## config.mk

```make
export PLATFORM = sky130hd
export DESIGN_NAME = fetch_wp_pair
export DESIGN_NICKNAME = d
export VERILOG_FILES = /design/src/rtl/fwp_pkg.sv /design/src/rtl/fwp_field_match.sv /design/src/rtl/fwp_unit.sv /design/src/rtl/fetch_wp_pair.sv
export SDC_FILE = /design/constraint.sdc
export NUM_CORES = 1
export LEC_CHECK = 0
export ABC_CLOCK_PERIOD_IN_PS = 5100
export BUFFER_PORTS_ARGS = -buffer_cell sky130_fd_sc_hd__buf_2
export CORE_MARGIN = 8
export CORE_UTILIZATION = 60
export DETAILED_ROUTE_END_ITERATION = 10
export MAX_ROUTING_LAYER = met4
export PLACE_DENSITY = 0.82
export SYNTH_ARGS = -nofsm -noshare
export SYNTH_HDL_FRONTEND = slang
export SYNTH_SLANG_ARGS = --single-unit
```

## constraint.sdc

```tcl
create_clock -name clk -period 5.1 [get_ports clk]
set_clock_uncertainty 0.15 [all_clocks]
set_input_delay 1.275 -clock clk [delete_from_list [all_inputs] [get_ports clk]]
set_output_delay 1.275 -clock clk [all_outputs]
set_load 0.01 [all_outputs]
```

## src/rtl/fwp_pkg.sv

```systemverilog
package fwp_pkg;

    parameter int ADDR_W    = 32;
    parameter int CTRL_W    = 9;
    parameter int NUM_UNITS = 2;

    localparam int UNIT_W = (NUM_UNITS > 1) ? $clog2(NUM_UNITS) : 1;
    localparam int CMSK_W = CTRL_W - 1;

    // control word bit positions
    localparam int CB_ISA   = 1;
    localparam int CB_PRIV  = 4;
    localparam int CB_EXT   = 5;
    localparam int CB_CHAIN = 6;
    localparam int CB_RANGE = 7;
    localparam int CB_EN    = 8;

    localparam logic [CMSK_W-1:0] CTRL_LIVE = CMSK_W'((1 << CB_ISA) | (1 << CB_PRIV) |
                                                      (1 << CB_EXT) | (1 << CB_CHAIN) |
                                                      (1 << CB_RANGE));

    typedef enum logic [1:0] {
        SEL_AVAL = 2'd0,
        SEL_AMSK = 2'd1,
        SEL_CVAL = 2'd2,
        SEL_CMSK = 2'd3
    } cfg_sel_e;

    typedef struct packed {
        logic [ADDR_W-1:0] aval;
        logic [ADDR_W-1:0] amsk;
        logic [CTRL_W-1:0] cval;
        logic [CMSK_W-1:0] cmsk;
    } unit_regs_t;

endpackage

```

## src/rtl/fwp_field_match.sv

```systemverilog
module fwp_field_match #(
    parameter int W = 8
) (
    input  logic [W-1:0] val,
    input  logic [W-1:0] msk,
    input  logic [W-1:0] act,
    output logic         hit
);

    // mask bit set means don't care
    assign hit = ~|((val ^ act) & ~msk);

endmodule

```

## src/rtl/fwp_unit.sv

```systemverilog
module fwp_unit
    import fwp_pkg::*;
(
    input  unit_regs_t        regs,
    input  logic [ADDR_W-1:0] addr,
    input  logic              compact,
    input  logic              priv,
    input  logic              ext,
    input  logic              chain_in,
    input  logic              range_in,
    output logic              addr_hit,
    output logic              unit_hit,
    output logic              enabled
);

    logic [CMSK_W-1:0] ctrl_act;
    logic [CMSK_W-1:0] ctrl_dc;
    logic              ctrl_hit;

    always_comb begin
        ctrl_act           = '0;
        ctrl_act[CB_ISA]   = compact;
        ctrl_act[CB_PRIV]  = priv;
        ctrl_act[CB_EXT]   = ext;
        ctrl_act[CB_CHAIN] = chain_in;
        ctrl_act[CB_RANGE] = range_in;
    end

    // bits with no qualifier behind them are never compared
    assign ctrl_dc = regs.cmsk | ~CTRL_LIVE;

    fwp_field_match #(.W(ADDR_W)) i_addr_cmp (
        .val (regs.aval),
        .msk (regs.amsk),
        .act (addr),
        .hit (addr_hit)
    );

    fwp_field_match #(.W(CMSK_W)) i_ctrl_cmp (
        .val (regs.cval[CMSK_W-1:0]),
        .msk (ctrl_dc),
        .act (ctrl_act),
        .hit (ctrl_hit)
    );

    assign unit_hit = addr_hit & ctrl_hit;
    assign enabled  = regs.cval[CB_EN];

endmodule

```

## src/rtl/fetch_wp_pair.sv

```systemverilog
module fetch_wp_pair
    import fwp_pkg::*;
(
    input  logic                 clk,
    input  logic                 rst_n,
    input  logic                 cfg_we,
    input  logic [UNIT_W-1:0]    cfg_unit,
    input  logic [1:0]           cfg_sel,
    input  logic [ADDR_W-1:0]    cfg_wdata,
    input  logic                 fetch_valid,
    input  logic [ADDR_W-1:0]    fetch_addr,
    input  logic                 fetch_compact,
    input  logic                 fetch_priv,
    input  logic [NUM_UNITS-1:0] ext_cond,
    input  logic [NUM_UNITS-1:0] data_hit,
    output logic                 brk_req
);

    typedef struct packed {
        unit_regs_t [NUM_UNITS-1:0] regs;
        logic       [NUM_UNITS-1:0] chain;
        logic                       brk;
    } wp_state_t;

    wp_state_t st_d, st_q;

    logic [NUM_UNITS-1:0] addr_hit;
    logic [NUM_UNITS-1:0] unit_hit;
    logic [NUM_UNITS-1:0] unit_en;
    logic [NUM_UNITS-1:0] chain_in;
    logic [NUM_UNITS-1:0] range_in;
    logic [NUM_UNITS-1:0] chain_q;

    assign chain_q = st_q.chain;

    for (genvar u = 0; u < NUM_UNITS; u++) begin : g_unit
        if (u + 1 < NUM_UNITS) begin : g_fed
            // the next unit up arms this one
            assign chain_in[u] = st_q.chain[u+1];
            assign range_in[u] = addr_hit[u+1];
        end else begin : g_last
            assign chain_in[u] = 1'b0;
            assign range_in[u] = 1'b0;
        end

        fwp_unit i_unit (
            .regs     (st_q.regs[u]),
            .addr     (fetch_addr),
            .compact  (fetch_compact),
            .priv     (fetch_priv),
            .ext      (ext_cond[u]),
            .chain_in (chain_in[u]),
            .range_in (range_in[u]),
            .addr_hit (addr_hit[u]),
            .unit_hit (unit_hit[u]),
            .enabled  (unit_en[u])
        );
    end

    always_comb begin
        st_d     = st_q;
        st_d.brk = fetch_valid & |(unit_hit & unit_en);
        for (int u = 0; u < NUM_UNITS; u++) begin
            if (fetch_valid && unit_hit[u]) begin
                st_d.chain[u] = data_hit[u];
            end
            if (cfg_we && cfg_unit == UNIT_W'(u)) begin
                unique case (cfg_sel_e'(cfg_sel))
                    SEL_AVAL: st_d.regs[u].aval = cfg_wdata;
                    SEL_AMSK: st_d.regs[u].amsk = cfg_wdata;
                    SEL_CVAL: begin
                        st_d.regs[u].cval = cfg_wdata[CTRL_W-1:0];
                        st_d.chain[u]     = 1'b0;
                    end
                    SEL_CMSK: st_d.regs[u].cmsk = cfg_wdata[CMSK_W-1:0];
                    default: ;
                endcase
            end
        end
    end

    always_ff @(posedge clk or negedge rst_n) begin
        if (!rst_n) begin
            st_q <= '0;
        end else begin
            st_q <= st_d;
        end
    end

    assign brk_req = st_q.brk;

endmodule

```

==> reports/results.md, run 1 <==
- **run status** finished, final reports clean
- **post-detail-place hpwl** 9840 µm
- **Net Count, Synth** 553
- **simple logic cell fraction of the synthesized area** 0.0364
- **net switching component of the power** 0.000885 W
- **number of DRC violations after detailed-routing iteration 0** 242
- **I/O pins** 78
- **multiplexer fraction of the synthesized cell area** 0.242
- **Final Non-Filler Cells** 716
- **routability congestion estimate** 0.801
- **total global-route track usage** 0.216
- **FF+latch area** 0.00380 mm²
- **std cell rows** 38
- **sequential power share** 0.462
- **pin count of the biggest net entering global routing** 102
- **critical-path cell list** buf_2, xnor2_1, o22ai_1, nor4_1, nand4_1, a21o_1, nand2_1, o311ai_1
- **core area** 0.0108 mm²
- **CTS tree** built
- **Multi-input gate area** 0.00278 mm²
- **Root Buffer** sky130_fd_sc_hd__clkbuf_8
- **first-pass GRT wire length** 23800 µm
- **fill cell count** 746
- **number of iterations in the first detailed-routing pass** 4
- **most common cell after layout, fill and taps aside** sky130_fd_sc_hd__dfrtp_1
- **Worst Path Required** 5.34 ns
- **number of global-route vias before repair** 4646
- **synthesized instance count** 476
- **Final Hold Viols** 0
- **via total after detailed routing** 4152
- **max-cap viol count** 0
- **fraction of layout cells with a size suffix above 1** 0.439
- **Post-Route WL** 14400 µm
- **count of final max-slew check failures** 0
- **flop and latch count out of synthesis** 152
- **worst setup timing slack at the placement stage** 2.04 ns
- **count of nets left with antenna violations after detail routing** 0
- **Post-Place Cells** 684
- **final net count** 640
- **maximum operating frequency** 383 MHz
- **top library cells by usage in the layout, fill and taps aside** sky130_fd_sc_hd__dfrtp_1 (152), sky130_fd_sc_hd__mux2_2 (139), sky130_fd_sc_hd__buf_2 (75)
- **vertical extent of the die** 121 µm
- **final worst path period need** 2.61 ns
- **XOR/XNOR share of the synthesized area** 0.0933
- **Arr. time, crit path** 2.85 ns
- **power density relative to cell area** 452 mW/mm²
- **synthesized-area fraction occupied by adder cells** 0
- **Pwr Total** 0.00352 W
- **number of buffers on the longest clock path** 2
- **Num Clock Sinks** 152
- **category of the worst setup path launch point** input port
- **kind of critical path** input port to flip-flop
- **largest family of logic cells by synthesized area** multiplexers
- **clock insertion delay at the later pin of the skew report** 0.52 ns
- **cell area after technology mapping** 0.00666 mm²
- **Int Pwr** 0.00264 W
- **standby leakage power** 3.33 nW
- **final worst path period share** 0.511
- **post-CTS resize count** 0
- **total setup violations reported at the end of the flow** 0
- **die width** 121 µm
- **htree depth** 4
- **die area** 0.0147 mm²
- **largest fanout on the critical path** 5
- **post-CTS setup buffer count** 0
- **crit end category** flip-flop
- **total CTS buffers** 17
- **synthesized area per cell** 14.0 µm²
- **minimum setup slack in the final design** 2.49 ns
- **number of hold buffers added after CTS** 0
- **kind of path behind the tightest hold check** flip-flop to flip-flop
- **unrepaired setup endpoints after global routing** no
- **share of the synthesized area in compound gates (AO/OA/AOI/OAI)** 0.0422
- **antenna violations before repair** 0
- **worst supply voltage drop on vdd** 0.321 mV
- **Crit path largest cell delay** 0.43 ns
- **Fin Setup TNS** 0 ns
- **average wire per standard cell** 20.1 µm
- **portion of total power attributed to combinational logic** 0.181
- **total congestion overflow after global routing** 0
- **net switching share of the total power** 0.251
- **Yosys warnings** 0
- **Buffers on Ports** 76
- **Yosys cell types** 25
- **detail-routed via count per cell** 5.80
- **Reg2Reg Setup Slack** 3.00 ns
- **clock-pin transition on the worst setup and hold timing paths** 0.06 ns
- **Initial Utilization** 0.615
- **area added between synthesis and finish** 17.0%
- **number of remaining DRC errors** 0
- **slowest stage cell on the critical path** sky130_fd_sc_hd__nor4_1
- **Worst Tran Pin Value** 0.904 ns
- **post-synthesis sequential area ratio** 0.571
- **Clk pwr share** 0.358
- **antenna diode count** 0
- **worst slew slack as a fraction of its limit** 0.398
[critical path: cells and delay by family]
| family | cells | cell delay, ns |
|---|---|---|
| AOI/OAI and AO/OA | 3 | 0.47 |
| xor gates and xnor gates | 1 | 0.19 |
| buffers and inverters | 1 | 0.13 |
| and+or+nand+nor | 3 | 0.79 |
[worst paths after layout]
check                                      start                   end  cells past startpoint
setup / recovery                   fetch_addr[5]     brk_req$_DFF_PN0_                      8
hold / removal              st_q[96]$_DFFE_PN0P_  st_q[96]$_DFFE_PN0P_                      2
setup reg to reg           st_q[135]$_DFFE_PN0P_     brk_req$_DFF_PN0_                      7
hold reg to reg             st_q[96]$_DFFE_PN0P_  st_q[96]$_DFFE_PN0P_                      2
max in group asynchronous                  rst_n  st_q[74]$_DFFE_PN0P_                      2
min in group asynchronous                  rst_n  st_q[80]$_DFFE_PN0P_                      1
[stage by stage]
stage | area, µm² | util | hold WS (ns)
finish | 7800 | 0.719 | 0.352
global route | 7800 | 0.719 | 0.374
CTS | 7800 | 0.719 | 0.354
detailed placement | 7200 | 0.665 | 0.338
global placement | 7200 | 0.665 | 0.332
floorplan | 6660 | - | 0.317
[metal layers]
metal	GRT usage	routed length, µm	vias up
met2	0.361	7530	87
met1	0.250	6050	2177
met3	0.0572	719	8
met5	-	0	-
li1	-	-	1880
met4	0.0640	105	0
[cell usage after synthesis (all sizes together)]
cell type / count / area share
dfrtp: 152 / 0.57
mux2: 143 / 0.24
xnor2: 71 / 0.093
o22ai: 34 / 0.032
nand2: 17 / 0.0096
buf: 14 / 0.013
nor2: 11 / 0.0062
o21ai: 6 / 0.0045
nor4: 5 / 0.0047
inv: 4 / 0.0023
nand4: 3 / 0.0028
nand4b: 3 / 0.0039
nor3: 3 / 0.0038
nor3b: 2 / 0.0038
a21o: 1 / 0.0011
a21oi: 1 / 0.00075
clkinv: 1 / 0.00056
nand2b: 1 / 0.00094
nand3: 1 / 0.00075
o2111ai: 1 / 0.0013
o221ai: 1 / 0.0013
o311ai: 1 / 0.0013
[power groups by stage]
stage / clock network, W / registers [W] / logic [W]
2_1_floorplan: 0 / 0.00160 / 0.000456
3_3_place_gp: 0 / 0.00162 / 0.000606
3_5_place_dp: 0 / 0.00164 / 0.000633
4_1_cts: 0.00128 / 0.00163 / 0.000642
5_1_grt: 0.00132 / 0.00166 / 0.000696
6_report: 0.00126 / 0.00163 / 0.000636
[area by class of cell]
class	instances	area share
Clock inverter	10	0.0193
Tap cell	140	0.0225
Sequential cell	152	0.488
Multi-Input combinational cell	305	0.356
Clock buffer	22	0.0568
Inverter	5	0.00241
Timing Repair Buffer	82	0.0554
[cell families (layout without fill, tap and decap cells)]
| family | count (synthesis) | count (layout) |
|---|---|---|
| AO/OA/AOI/OAI | 45 | 45 |
| multiplexers | 143 | 143 |
| buffers and inverters | 19 | 119 |
| AND/OR/NAND/NOR | 46 | 46 |
| XOR/XNOR | 71 | 71 |
| flip-flops | 152 | 152 |
[flip-flops by register name (all words and copies together) (netlist names)]
name	count
st_q	150
brk_req	1
chain_q	1
(Power assumes the default switching activity.)
==> run 2, diff against run 1 <==
ABC_CLOCK_PERIOD_IN_PS = 2200   (was 5100)
CORE_UTILIZATION = 52   (was 60)
PLACE_DENSITY = 0.75   (was 0.82)
clock period = 2.2 ns   (was 5.1 ns; I/O delays follow)
==> run 2 against run 1 <==
  * Utilization down 6.7 points
  * Register-to-register slack got worse by 2.8 ns
  * Combinational power is 140% higher
  * Sequential power rose by 130%
  * Clock power rose to 2.5 times the previous value
  * Non-clock buffer count is 26 higher
  * Worst hold slack got worse by 0.11 ns
  * Design area increased by 5.1%
  * Largest cell class unchanged
==> reports/results.md, run 2 (synthesis gave the netlist of run 1 again) <==
- **run status** finished, final reports clean
- **average wire per standard cell** 18.3 µm
- **critical-path cell list** xnor2_1, o22ai_1, nor4_1, nand4_1, buf_4, o311ai_1
- **antenna diode count** 0
- **Min-Delay Endpoint** chain_q[1]$_DFF_PN0_
- **max-cap viol count** 0
- **Hold Path Cell Cnt** 3
- **Worst Tran Pin Value** 0.516 ns
- **category of the worst setup path launch point** flip-flop
- **worst slew slack as a fraction of its limit** 0.656
- **count of final max-slew check failures** 0
- **maximum operating frequency** 496 MHz
- **number of iterations in the first detailed-routing pass** 4
- **Most flops, register** st_q
- **share of the core filled with cells** 0.652
- **Buffers on Ports** 76
- **Final Hold Viols** 0
- **fraction of layout cells with a size suffix above 1** 0.468
- **post-detail-place hpwl** 9970 µm
- **standby leakage power** 3.51 nW
- **clock-pin transition on the worst setup and hold timing paths** 0.06 ns
- **die width** 129 µm
- **total CTS buffers** 17
- **detail-routed via count per cell** 5.31
- **Worst R2R End** brk_req$_DFF_PN0_
- **std cell rows** 41
- **Worst Path Required** 2.35 ns
- **Num Clock Sinks** 152
- **largest fanout on the critical path** 4
- **fill cell count** 927
- **total setup violations reported at the end of the flow** 0
- **slowest stage cell on the critical path** sky130_fd_sc_hd__dfrtp_1
- **antenna violations before repair** 0
- **clock insertion delay at the later pin of the skew report** 0.42 ns
- **crit end category** flip-flop
- **total congestion overflow after global routing** 0
- **routability congestion estimate** 0.841
- **reg2reg start** st_q[145]$_DFFE_PN0P_
- **Initial Utilization** 0.530
- **number of cells on the worst reg-to-reg path** 6
- **Pwr Total** 0.00850 W
- **number of DRC violations after detailed-routing iteration 0** 262
- **worst supply voltage drop on vdd** 0.607 mV
- **unrepaired setup endpoints after global routing** no
- **total global-route track usage** 0.189
- **number of buffers on the longest clock path** 2
- **final worst path period need** 2.02 ns
- **Crit path largest cell delay** 0.39 ns
- **hold path startpoint** data_hit[1]
- **final worst path period share** 0.917
- **area added between synthesis and finish** 23.0%
- **top library cells by usage in the layout, fill and taps aside** sky130_fd_sc_hd__dfrtp_1 (152), sky130_fd_sc_hd__mux2_2 (139), sky130_fd_sc_hd__buf_2 (75)
- **core area** 0.0126 mm²
- **via total after detailed routing** 4113
- **number of flip-flops in the largest register** 150
- **cell family with the largest share of critical-path delay** simple AND/OR/NAND/NOR gates
- **most common cell after layout, fill and taps aside** sky130_fd_sc_hd__dfrtp_1
- **vertical extent of the die** 129 µm
- **htree depth** 4
- **Post-Route WL** 14200 µm
- **Arr. time, crit path** 2.17 ns
- **first-pass GRT wire length** 23500 µm
- **final net count** 666
- **kind of path behind the tightest hold check** input port to flip-flop
- **power density relative to cell area** 1040 mW/mm²
- **pin count of the biggest net entering global routing** 55
- **kind of critical path** flip-flop to flip-flop
- **die area** 0.0167 mm²
- **Root Buffer** sky130_fd_sc_hd__clkbuf_16
- **CTS tree** built
- **number of global-route vias before repair** 4554
- **number of remaining DRC errors** 0
- **I/O pins** 78
- **Reg2Reg Setup Slack** 0.18 ns
- **number of buffers and inverters on the critical path** 1
- **count of nets left with antenna violations after detail routing** 0
==> run 2: repair_timing <==
action / CTS / global route
hold buffers: 1 / 0
setup buffers: 0 / 0
hold endpoints to repair: 49 / 0
setup endpoints to repair: 0 / 2
gates resized for setup: 0 / 1
==> run 2: cell type report <==
class	instances	area [µm²]	share of cell area
flip-flops and latches	152	3800	0.464
multi-input cells	305	2780	0.339
repair buffers	108	717	0.0875
clock buffers	18	429	0.0524
clock inverters	14	229	0.0279
well taps	172	215	0.0263
inverters	5	18.8	0.00229
==> run 2: worst max path at each step <==
stage | from | slack [ns] | depth (start not counted) | endpoint
3_5_place_dp | fetch_addr[2] | -0.19 | 8 | brk_req$_DFF_PN0_
2_1_floorplan | cfg_unit | 0.33 | 4 | st_q[22]$_DFFE_PN0P_
5_1_grt | st_q[145]$_DFFE_PN0P_ | 0.03 | 6 | brk_req$_DFF_PN0_
3_3_place_gp | fetch_addr[27] | -0.12 | 9 | chain_q[1]$_DFF_PN0_
4_1_cts | st_q[135]$_DFFE_PN0P_ | 0.11 | 7 | brk_req$_DFF_PN0_
6_report | st_q[145]$_DFFE_PN0P_ | 0.18 | 6 | brk_req$_DFF_PN0_
==> run 2: metrics by stage <==
step / worst slack [ns] / std cells / setup TNS (ns) / hold WS (ns) / cell area (µm²)
floorplan: 0.331 / 476 / 0 / 0.104 / 6660
global placement: -0.118 / 741 / -0.235 / 0.330 / 7520
detailed placement: -0.192 / 741 / -0.369 / 0.344 / 7520
CTS: 0.106 / 774 / 0 / 0.225 / 8190
global route: 0.0306 / 774 / 0 / 0.233 / 8190
finish: 0.182 / 774 / 0 / 0.243 / 8190
==> run 2: worst register-to-register path, stage by stage (launching register included) <==
cell and delay [ns]:
sky130_fd_sc_hd__dfrtp_1 0.39, sky130_fd_sc_hd__xnor2_1 0.15, sky130_fd_sc_hd__o22ai_1 0.17, sky130_fd_sc_hd__nor4_1 0.40, sky130_fd_sc_hd__nand4_1 0.17, sky130_fd_sc_hd__buf_4 0.18
sky130_fd_sc_hd__o311ai_1 0.29
==> run 2: power breakdown <==
part | internal [W] | switching (W) | leakage [nW]
logic | 0.000895 | 0.000635 | 1.36
clock network | 0.00212 | 0.00110 | 0.319
registers | 0.00341 | 0.000350 | 1.83
==> run 2: routing by layer <==
metal / share of wire / vias up / track usage / routed length (µm)
met1: 0.46 / 2082 / 0.233 / 6460
met3: 0.039 / 17 / 0.0493 / 554
met4: 0.016 / 0 / 0.0663 / 225
met2: 0.49 / 78 / 0.296 / 6910
met5: 0 / - / - / 0
li1: - / 1936 / - / -
==> run 3, diff against run 2 <==
ABC_AREA = 1   (was default)
ABC_CLOCK_PERIOD_IN_PS = 1600   (was 2200)
CORE_UTILIZATION = 53   (was 52)
PLACE_DENSITY = 0.76   (was 0.75)
clock period = 1.6 ns   (was 2.2 ns; I/O delays follow)
==> run 3 against run 2 <==
  * The flow now finishes with violations (setup timing)
  * Maximum frequency up 23%
  * Flip-flop and latch count stayed put
  * Sequential share of layout area down 1.8 points
  * Wire length is 17% higher
  * Clock power grew 21%
  * Clock-buffer cell count is 2 higher
  * Worst hold slack lost 0.18 ns
  * Via count rose by 42%
==> reports/results.md, run 3 <==
- **average wire per standard cell** 14.2 µm
- **cell family with the largest share of critical-path delay** simple AND/OR/NAND/NOR gates
- **synth cell count leaders** sky130_fd_sc_hd__nand2_1 (273), sky130_fd_sc_hd__dfrtp_1 (152), sky130_fd_sc_hd__o21ai_1 (149)
- **Yosys cell types** 25
- **Arr. time, crit path** 1.84 ns
- **I/O pins** 78
- **kind of critical path** flip-flop to flip-flop
- **violations in the final reports** setup timing
- **Post-Route WL** 16500 µm
- **final worst path period share** 1.02
- **Root Buffer** sky130_fd_sc_hd__clkbuf_16
- **number of buffers and inverters on the critical path** 0
- **ys flop type** sky130_fd_sc_hd__dfrtp_1
- **number of global-route vias before repair** 5882
- **Crit path largest cell delay** 0.37 ns
- **FF+latch area** 0.00380 mm²
- **clock insertion delay at the later pin of the skew report** 0.42 ns
- **die area** 0.0169 mm²
- **area share of the largest cell type after synthesis** 0.552
- **power density relative to cell area** 1280 mW/mm²
- **most repeated library cell on the critical path** sky130_fd_sc_hd__nand2_1
- **final standard cell area without fillers** 0.00852 mm²
- **Net Count, Synth** 930
- **routability congestion estimate** 0.803
- **cell type with the largest total area after synthesis** sky130_fd_sc_hd__dfrtp_1
- **Worst Path Required** 1.80 ns
- **routed length on met3** 802 µm
- **Initial Utilization** 0.544
- **number of remaining DRC errors** 0
- **Buffers on Ports** 76
- **Final Hold Viols** 0
- **Yosys warnings** 0
- **number of flip-flops in the largest register** 150
- **detail-routed via count per cell** 5.04
- **number of iterations in the first detailed-routing pass** 7
- **minimum setup slack in the final design** -0.0341 ns
- **Most flops, register** st_q
- **routed length on met2** 7910 µm
- **number of buffers on the longest clock path** 2
- **flop and latch count out of synthesis** 152
- **core area** 0.0127 mm²
- **number of enable-type register cells in the synthesized netlist** 0
- **first-pass GRT wire length** 27600 µm
- **number of DRC violations after detailed-routing iteration 0** 513
- **CTS tree** built
- **via total after detailed routing** 5853
- **std cell rows** 41
- **pin count of the biggest net entering global routing** 48
- **standby leakage power** 4.35 nW
- **total CTS buffers** 17
- **synthesized area per cell** 8.08 µm²
- **largest fanout on the critical path** 4
- **crit end category** flip-flop
- **M1 WL** 7380 µm
- **total global-route track usage** 0.218
- **fraction of layout cells with a size suffix above 1** 0.186
- **slowest stage cell on the critical path** sky130_fd_sc_hd__dfrtp_1
- **worst slew slack as a fraction of its limit** 0.708
- **Num Clock Sinks** 152
- **synthesized instance count** 853
- **count of final max-slew check failures** 0
- **final worst path period need** 1.63 ns
- **Multi-input gate area** 0.00271 mm²
- **vertical extent of the die** 130 µm
- **cell area after technology mapping** 0.00690 mm²
- **area added between synthesis and finish** 23.6%
- **fill cell count** 1068
- **total congestion overflow after global routing** 0
- **run status** complete, but fails checks
- **unrepaired setup endpoints after global routing** yes
- **max-cap viol count** 0
- **top library cells by usage in the layout, fill and taps aside** sky130_fd_sc_hd__nand2_1 (266), sky130_fd_sc_hd__dfrtp_1 (152), sky130_fd_sc_hd__o21ai_1 (149)
- **Worst Tran Pin Value** 0.437 ns
- **critical-path cell list** or2_1, nand2_1, nand2_1, nor2_2, nand2_2, nor2_4, nand3_2, nand2_1, nand2_1, nor2_1
- **worst supply voltage drop on vdd** 0.853 mV
- **count of nets left with antenna violations after detail routing** 0
- **maximum operating frequency** 612 MHz
- **Pwr Total** 0.0109 W
- **top cells by area, synth** sky130_fd_sc_hd__dfrtp_1 (55%), sky130_fd_sc_hd__nand2_1 (15%), sky130_fd_sc_hd__o21ai_1 (11%), sky130_fd_sc_hd__inv_1 (4.2%), sky130_fd_sc_hd__nor2_1 (3.8%)
- **category of the worst setup path launch point** flip-flop
- **clock-pin transition on the worst setup and hold timing paths** 0.06 ns
- **most common cell after layout, fill and taps aside** sky130_fd_sc_hd__nand2_1
- **die width** 130 µm
- **most common cell in the synthesized netlist** sky130_fd_sc_hd__nand2_1
- **antenna violations before repair** 0
- **Fin Setup TNS** -0.0451 ns
- **post-detail-place hpwl** 11700 µm
- **post-synthesis sequential area ratio** 0.552
- **total setup violations reported at the end of the flow** 2
- **highest metal layer with signal wires** met4
- **htree depth** 4
- **Cell Area, Placed** 0.00788 mm²
- **kind of path behind the tightest hold check** input port to flip-flop
- **share of async-settable or async-resettable flops after synthesis** 1.00
- **final net count** 1052
run 3: changes by cell type after synthesis, sizes merged, moves of 34 or more:
cell   change
mux2     -143
nor2      +66
nand2    +261
o22ai     -34
inv       +77
xnor2     -60
o21ai    +155
run 3: repair_timing:
item | CTS | global route
endpoints found under the setup margin | 2 | 2
pin swaps | 2 | 6
resized for setup | 2 | 3
setup buffers | 1 | 4
hold endpoints to repair | 24 | 0
hold buffers | 1 | 0
run 3: logic make-up (layout without fill, tap and decap cells):
kind of cell | count (synthesis) | after routing | share of synthesized area
other | 0 | 1 | 0
AO/OA/AOI/OAI | 187 | 187 | 0.137
buffers and inverters | 107 | 242 | 0.0593
flip-flops | 152 | 152 | 0.552
AND/OR/NAND/NOR | 395 | 395 | 0.237
XOR/XNOR | 12 | 12 | 0.0152
run 3: final cells by class:
| class | count | area share |
|---|---|---|
| Antenna cell | 1 | 0.000294 |
| Sequential cell | 152 | 0.446 |
| Clock buffer | 20 | 0.0524 |
| Multi-Input combinational cell | 594 | 0.318 |
| Inverter | 81 | 0.0357 |
| Clock inverter | 12 | 0.0150 |
| Tap cell | 172 | 0.0253 |
| Timing Repair Buffer | 129 | 0.107 |
run 3: power by group:
| part | total, W | switching, W | internal (W) |
|---|---|---|---|
| sequential | 0.00500 | 0.000436 | 0.00456 |
| combinational | 0.00202 | 0.00112 | 0.000908 |
| clock | 0.00388 | 0.00155 | 0.00233 |
run 3: metal layers:
layer,vias up,global-route usage
li1,2972,-
met1,2704,0.264
met2,143,0.351
met3,34,0.0461
met4,0,0.0833
met5,-,-
run 3: path summary, 6_finish.rpt:
| path | from | endpoint | slack (ns) | cells past startpoint |
|---|---|---|---|---|
| min in group asynchronous | rst_n | st_q[105]$_DFFE_PN0P_ | 0.27 | 2 |
| hold / removal | cfg_wdata[6] | st_q[90]$_DFFE_PN0P_ | 0.07 | 3 |
| hold reg to reg | st_q[40]$_DFFE_PN0P_ | st_q[40]$_DFFE_PN0P_ | 0.33 | 2 |
| setup reg to reg | st_q[148]$_DFFE_PN0P_ | chain_q[1]$_DFF_PN0_ | -0.03 | 10 |
| setup / recovery | st_q[148]$_DFFE_PN0P_ | chain_q[1]$_DFF_PN0_ | -0.03 | 10 |
| max in group asynchronous | rst_n | st_q[29]$_DFFE_PN0P_ | 0.48 | 3 |
run 3: worst min-delay path: stages:
cell and delay, ns:
sky130_fd_sc_hd__buf_2 0.09, sky130_fd_sc_hd__nand2_1 0.05, sky130_fd_sc_hd__o21ai_1 0.06
run 3: through the flow:
stage | cells | utilization | setup slack (ns) | hold slack [ns]
6_report | 1161 | 0.672 | -0.0341 | 0.0654
5_1_grt | 1160 | 0.672 | -0.163 | 0.0729
3_3_place_gp | 1122 | 0.622 | -0.168 | 0.142
3_5_place_dp | 1122 | 0.622 | -0.174 | 0.144
4_1_cts | 1156 | 0.669 | -0.0476 | 0.0566
2_1_floorplan | 853 | - | 0.0898 | -0.0456
